===== src/rtl/crc_accel_pkg.sv =====
package crc_accel_pkg;
   localparam logic [1:0] OFS_CTRL   = 2'd0;
   localparam logic [1:0] OFS_POLY   = 2'd1;
   localparam logic [1:0] OFS_RESULT = 2'd2;
   localparam logic [1:0] OFS_DATA   = 2'd3;

   typedef struct packed {
      logic bit_rev;
      logic byte_rev;
      logic swap_half;
      logic lsb_first;
      logic en;
   } ctrl_t;
endpackage


===== src/rtl/crc_mirror.sv =====
module crc_mirror #(
   parameter int W = 32
) (
   input  logic         swap_half,
   input  logic         byte_rev,
   input  logic         bit_rev,
   input  logic [W-1:0] din,
   output logic [W-1:0] dout
);
   localparam int NB = W / 8;
   localparam int HW = W / 2;

   logic [W-1:0] swapped, bytes_rev, bits_rev, s2;

   assign swapped = swap_half ? {din[HW-1:0], din[W-1:HW]} : din;

   for (genvar i = 0; i < NB; i++) begin : g_byte
      assign bytes_rev[8*i +: 8] = swapped[8*(NB-1-i) +: 8];
      for (genvar j = 0; j < 8; j++) begin : g_bit
         assign bits_rev[8*i+j] = s2[8*i+7-j];
      end
   end

   assign s2   = byte_rev ? bytes_rev : swapped;
   assign dout = bit_rev ? bits_rev : s2;
endmodule


===== src/rtl/crc_engine.sv =====
module crc_engine #(
   parameter int W = 32
) (
   input  logic         clk,
   input  logic         rst_n,
   input  logic         start,
   input  logic         lsb_first,
   input  logic [W-1:0] poly,
   input  logic [W-1:0] seed,
   input  logic [W-1:0] word,
   output logic         busy,
   output logic         last,
   output logic [W-1:0] rem_next
);
   localparam int CW = $clog2(W);
   localparam logic [CW-1:0] LAST_IDX = CW'(W - 1);

   logic [W-1:0]  rem_q, sh_q, poly_rev;
   logic [CW-1:0] cnt_q;
   logic          fb;

   for (genvar i = 0; i < W; i++) begin : g_rev
      assign poly_rev[i] = poly[W-1-i];
   end

   always_comb begin
      if (lsb_first) begin
         fb       = rem_q[0] ^ sh_q[W-1];
         rem_next = (rem_q >> 1) ^ (fb ? poly_rev : '0);
      end else begin
         fb       = rem_q[W-1] ^ sh_q[W-1];
         rem_next = (rem_q << 1) ^ (fb ? poly : '0);
      end
   end

   assign last = busy && (cnt_q == '0);

   always_ff @(posedge clk or negedge rst_n) begin
      if (!rst_n) begin
         rem_q <= '0;
         sh_q  <= '0;
         cnt_q <= '0;
         busy  <= 1'b0;
      end else if (start && !busy) begin
         rem_q <= seed;
         sh_q  <= word;
         cnt_q <= LAST_IDX;
         busy  <= 1'b1;
      end else if (busy) begin
         rem_q <= rem_next;
         sh_q  <= sh_q << 1;
         cnt_q <= cnt_q - 1'b1;
         if (cnt_q == '0) busy <= 1'b0;
      end
   end
endmodule


===== src/rtl/crc_accel.sv =====
module crc_accel
   import crc_accel_pkg::*;
#(
   parameter int W = 32
) (
   input  logic         clk,
   input  logic         rst_n,
   input  logic [1:0]   bus_addr,
   input  logic         bus_wr,
   input  logic [W-1:0] bus_wdata,
   output logic [W-1:0] bus_rdata,
   output logic         bus_ready
);
   if (W < 16 || (W % 16) != 0) begin : g_bad_w
      $error("crc_accel: W must be a multiple of 16");
   end

   ctrl_t        ctrl_q;
   logic [W-1:0] poly_q, result_q, mirrored, rem_next;
   logic         busy, last, wr_ok, start;

   assign bus_ready = !busy;
   assign wr_ok     = bus_wr && bus_ready;
   assign start     = wr_ok && (bus_addr == OFS_DATA) && ctrl_q.en;

   crc_mirror #(.W(W)) u_mirror (
      .swap_half (ctrl_q.swap_half),
      .byte_rev  (ctrl_q.byte_rev),
      .bit_rev   (ctrl_q.bit_rev),
      .din       (bus_wdata),
      .dout      (mirrored)
   );

   crc_engine #(.W(W)) u_engine (
      .clk       (clk),
      .rst_n     (rst_n),
      .start     (start),
      .lsb_first (ctrl_q.lsb_first),
      .poly      (poly_q),
      .seed      (result_q),
      .word      (mirrored),
      .busy      (busy),
      .last      (last),
      .rem_next  (rem_next)
   );

   always_ff @(posedge clk or negedge rst_n) begin
      if (!rst_n) begin
         ctrl_q   <= '0;
         poly_q   <= '0;
         result_q <= '0;
      end else begin
         if (last) result_q <= rem_next;
         if (wr_ok) begin
            case (bus_addr)
               OFS_CTRL:   ctrl_q   <= ctrl_t'(bus_wdata[4:0]);
               OFS_POLY:   poly_q   <= bus_wdata;
               OFS_RESULT: result_q <= bus_wdata;
               default:    ;
            endcase
         end
      end
   end

   always_comb begin
      case (bus_addr)
         OFS_CTRL:   bus_rdata = W'({busy, ctrl_q});
         OFS_POLY:   bus_rdata = poly_q;
         OFS_RESULT: bus_rdata = result_q;
         default:    bus_rdata = '0;
      endcase
   end
endmodule


===== config.mk =====
export PLATFORM = sky130hd
export DESIGN_NAME = crc_accel
export DESIGN_NICKNAME = d
export VERILOG_FILES = /design/src/rtl/crc_accel_pkg.sv /design/src/rtl/crc_mirror.sv /design/src/rtl/crc_engine.sv /design/src/rtl/crc_accel.sv
export SDC_FILE = /design/constraint.sdc
export NUM_CORES = 1
export LEC_CHECK = 0
export ABC_CLOCK_PERIOD_IN_PS = 2200
export CAP_MARGIN = 20
export CORE_UTILIZATION = 50
export DETAILED_ROUTE_END_ITERATION = 10
export PLACE_DENSITY = 0.79
export SLEW_MARGIN = 20
export SYNTH_ARGS = -nofsm -noshare
export SYNTH_HDL_FRONTEND = slang
export SYNTH_SLANG_ARGS = --single-unit

===== constraint.sdc =====
create_clock -name clk -period 2.2 [get_ports clk]
set_clock_uncertainty 0.2 [all_clocks]
set_input_delay 0.22 -clock clk [delete_from_list [all_inputs] [get_ports clk]]
set_output_delay 0.22 -clock clk [all_outputs]
set_load 0.005 [all_outputs]

==> flow_metrics.env <==
export IMPL_gr_total_overflow=0
export IMPL_clock_sinks=139
export IMPL_vias=7324
export IMPL_synth_compound_area_frac=0.222
export IMPL_cap_viol_max_count=0
export IMPL_dieArea_um2=17000
export IMPL_firstDrtPassIters=6
export IMPL_startpoint_type="register"
export IMPL_antenna_left=0
export IMPL_path_class="reg -> out"
export IMPL_fill_cells=1252
export IMPL_ys_ff_latch=139
export IMPL_rows=46
export IMPL_leakage_nw=4.32
export IMPL_track_usage=0.305
export IMPL_period_share=0.972
export IMPL_crit_family="buffers and inverters"
export IMPL_drt_vias_per_instance=6.62
export IMPL_synth_top_family_by_area="compound AO/OA/AOI/OAI gates"
export IMPL_critical_path_cell_chain="mux2i_1 -> o21ai_0 -> clkdlybuf4s50_1"
export IMPL_fin_nets=915
export IMPL_status="complete, no violations"
export IMPL_crit_slowest_cell="clkdlybuf4s50_1"
export IMPL_setup_viol=0
export IMPL_layout_common_cells="136 x dfrtp_1, 95 x o21ai_0, 65 x clkdlybuf4s50_1"
export IMPL_fin_util=0.638
export IMPL_crit_fanout=5
export IMPL_synth_seq_area_share=0.422
export IMPL_muxShareOfSynthArea=0.188
export IMPL_vdd_drop_max_mv=0.740
export IMPL_wl_per_cell_um=22.7
export IMPL_synthCells=813
export IMPL_clock_latency_ns=0.43
export IMPL_gp_congestion=0.863
export IMPL_numCtsBuffers=17
export IMPL_cp_arrival_ns=1.72
export IMPL_ctsLongestPathBuffers=2
export IMPL_timing_hold_violations_final=0
export IMPL_holdWs_ns=0.0850
export IMPL_grt_max_degree=69
export IMPL_critPathMaxStageDelay_ns=0.55
export IMPL_tightest_slew_ns=0.553
export IMPL_fin_area_um2=10200
export IMPL_power_density_nw_per_um2=1300
export IMPL_fmax_mhz=468
export IMPL_ys_types=40
export IMPL_synthToLayoutAreaGrowth_pct=23.6
export IMPL_drive_gt1_frac=0.179
export IMPL_tritoncts="built"
export IMPL_grt_pass1_wl_um=38800
export IMPL_final_common_cell="dfrtp_1"
export IMPL_synthesis_nets=851
export IMPL_place_area_um2=9440
export IMPL_cts_root_buffer="clkbuf_16"
export IMPL_path_clk_slew_ns=0.06
export IMPL_dp_hpwl_um=15500
export IMPL_slew_headroom=0.632
export IMPL_synth_simple_area_share=0.0866
export IMPL_drtIter0Drc=1010
export IMPL_end_kind="primary output"
export IMPL_synth_avg_cell_area_um2=10.1
export IMPL_start_util=0.516
export IMPL_synth_xor_area_share=0.0379
export IMPL_syn_cell_area_um2=8250
export IMPL_rsz0062_at_grt="no"
export IMPL_io_pins=70
export IMPL_yosys_warnings=0
export IMPL_core_area_um2=16000
export IMPL_diodes=0
export IMPL_cp_data_required_time_ns=1.78
export IMPL_drcViolationCount=0
export IMPL_die_h_um=130
export IMPL_htreeDepth=4
export IMPL_die_w_um=130
export IMPL_fin_crit_ns=2.14
export IMPL_grt_pass1_vias=7093
export IMPL_hold_path_class="in -> async"
export IMPL_wl_um=25200
export IMPL_synthAdderAreaFrac=0.00152
export IMPL_ff_latch_area_um2=3480
export IMPL_multi_input_area_um2=4470
export IMPL_io_buffers=69
export IMPL_path_buf_inv=1
export IMPL_slew_violations=0
export IMPL_antenna_found_initial=0
[through the flow]
step	setup slack, ns	instances	setup TNS, ns	power [mW]
after floorplan	0.263	813	0	8.21
after global placement	-0.116	1065	-6.88	9.78
after detailed placement	-0.166	1065	-10.08	9.97
after CTS	-0.0366	1105	-0.0366	13.1
after global routing	0.0134	1106	0	14.0
final	0.0616	1106	0	13.2
[cell families after synthesis]
family | count (synthesis)
muxes | 110
and+or+nand+nor | 138
xor gates and xnor gates | 34
adders and majority gates | 1
DFF | 139
buffers and inverters | 79
AOI/OAI and AO/OA | 312
[final cells by class]
class | count | share of cell area
Clock buffer | 21 | 0.0442
Clock inverter | 11 | 0.0164
Inverter | 4 | 0.00147
Multi-Input combinational cell | 595 | 0.438
Sequential cell | 139 | 0.341
Tap cell | 216 | 0.0265
Timing Repair Buffer | 120 | 0.132
[worst reg2reg max path: cells and delay by family (launching register included)]
family / cells / cell delay, ns
flip-flops: 1 / 0.40
buffers and inverters: 2 / 0.26
AND/OR/NAND/NOR: 3 / 0.73
adder cells (fa/ha/maj): 1 / 0.16
AO/OA/AOI/OAI: 2 / 0.23
[final timing paths]
| path | end | start | slack (ns) | depth (start not counted) |
|---|---|---|---|---|
| max | bus_rdata[2] | poly_q[2]$_DFFE_PN0P_ | 0.06 | 3 |
| min | poly_q[12]$_DFFE_PN0P_ | rst_n | 0.09 | 2 |
| max reg2reg | result_q[18]$_DFF_PN0_ | u_engine.cnt_q[0]$_DFFE_PN0P_ | 0.11 | 8 |
| min reg2reg | u_engine.sh_q[16]$_DFFE_PN0P_ | u_engine.sh_q[16]$_DFFE_PN0P_ | 0.31 | 2 |
| max in group asynchronous | poly_q[31]$_DFFE_PN0P_ | rst_n | 0.92 | 3 |
| min in group clk | u_engine.sh_q[16]$_DFFE_PN0P_ | u_engine.sh_q[16]$_DFFE_PN0P_ | 0.31 | 2 |
[flip-flops by register name (all words and copies together) (netlist names)]
signal and cells:
u_engine.busy 1, ctrl_q 5, u_engine.cnt_q 5, u_engine.sh_q 32, u_engine.rem_q 32, result_q 32
poly_q 32
[per-layer routing]
metal  vias to the layer above  track usage  wire length, um
li1                       3187            -                -
met1                      3606        0.411             9880
met2                       453        0.475            11900
met3                        78       0.0643             2480
met4                         0        0.144              937
met5                         -            0                0
[cells in the mapped netlist (all sizes together)]
| library cell | instances | share of area |
|---|---|---|
| a211o | 1 | 0.0011 |
| a21o | 2 | 0.0018 |
| a21oi | 62 | 0.038 |
| a22o | 26 | 0.028 |
| a22oi | 61 | 0.055 |
| a311o | 1 | 0.0012 |
| a31oi | 1 | 0.00076 |
| and2 | 3 | 0.0023 |
| and3 | 58 | 0.044 |
| buf | 31 | 0.021 |
| clkbuf | 44 | 0.020 |
| clkinv | 1 | 0.00045 |
| dfrtp | 139 | 0.42 |
| ha | 1 | 0.0015 |
| inv | 3 | 0.0014 |
| mux2 | 37 | 0.050 |
| mux2i | 41 | 0.050 |
| mux4 | 32 | 0.087 |
| nand2 | 53 | 0.024 |
| nand2b | 4 | 0.0030 |
| nand3 | 6 | 0.0036 |
| nand4 | 1 | 0.00076 |
| nand4b | 1 | 0.0011 |
| nor2 | 5 | 0.0026 |
| nor2b | 3 | 0.0023 |
| nor3 | 2 | 0.0012 |
| nor3b | 1 | 0.00091 |
| o21ai | 154 | 0.093 |
| o221ai | 1 | 0.0011 |
| o22ai | 3 | 0.0023 |
| or3 | 1 | 0.00076 |
| xnor2 | 31 | 0.033 |
| xor2 | 3 | 0.0050 |
[power by group]
part / switching, mW / internal (mW) / total (mW) / leakage (nW)
registers: 1.01 / 3.48 / 4.49 / 1.71
logic: 2.94 / 2.76 / 5.71 / 2.31
clock network: 1.12 / 1.92 / 3.04 / 0.297
[timing repair]
action                                 4_1_cts  5_1_grt
gates cloned                                 1        1
pin swaps                                    0        2
hold buffers                                 1        0
gates resized for setup                      9        7
setup endpoints to repair                   33       46
endpoints found under the hold margin      103        0
buffers inserted                             6        0
No activity file was read; power rests on OpenSTA's default activity.
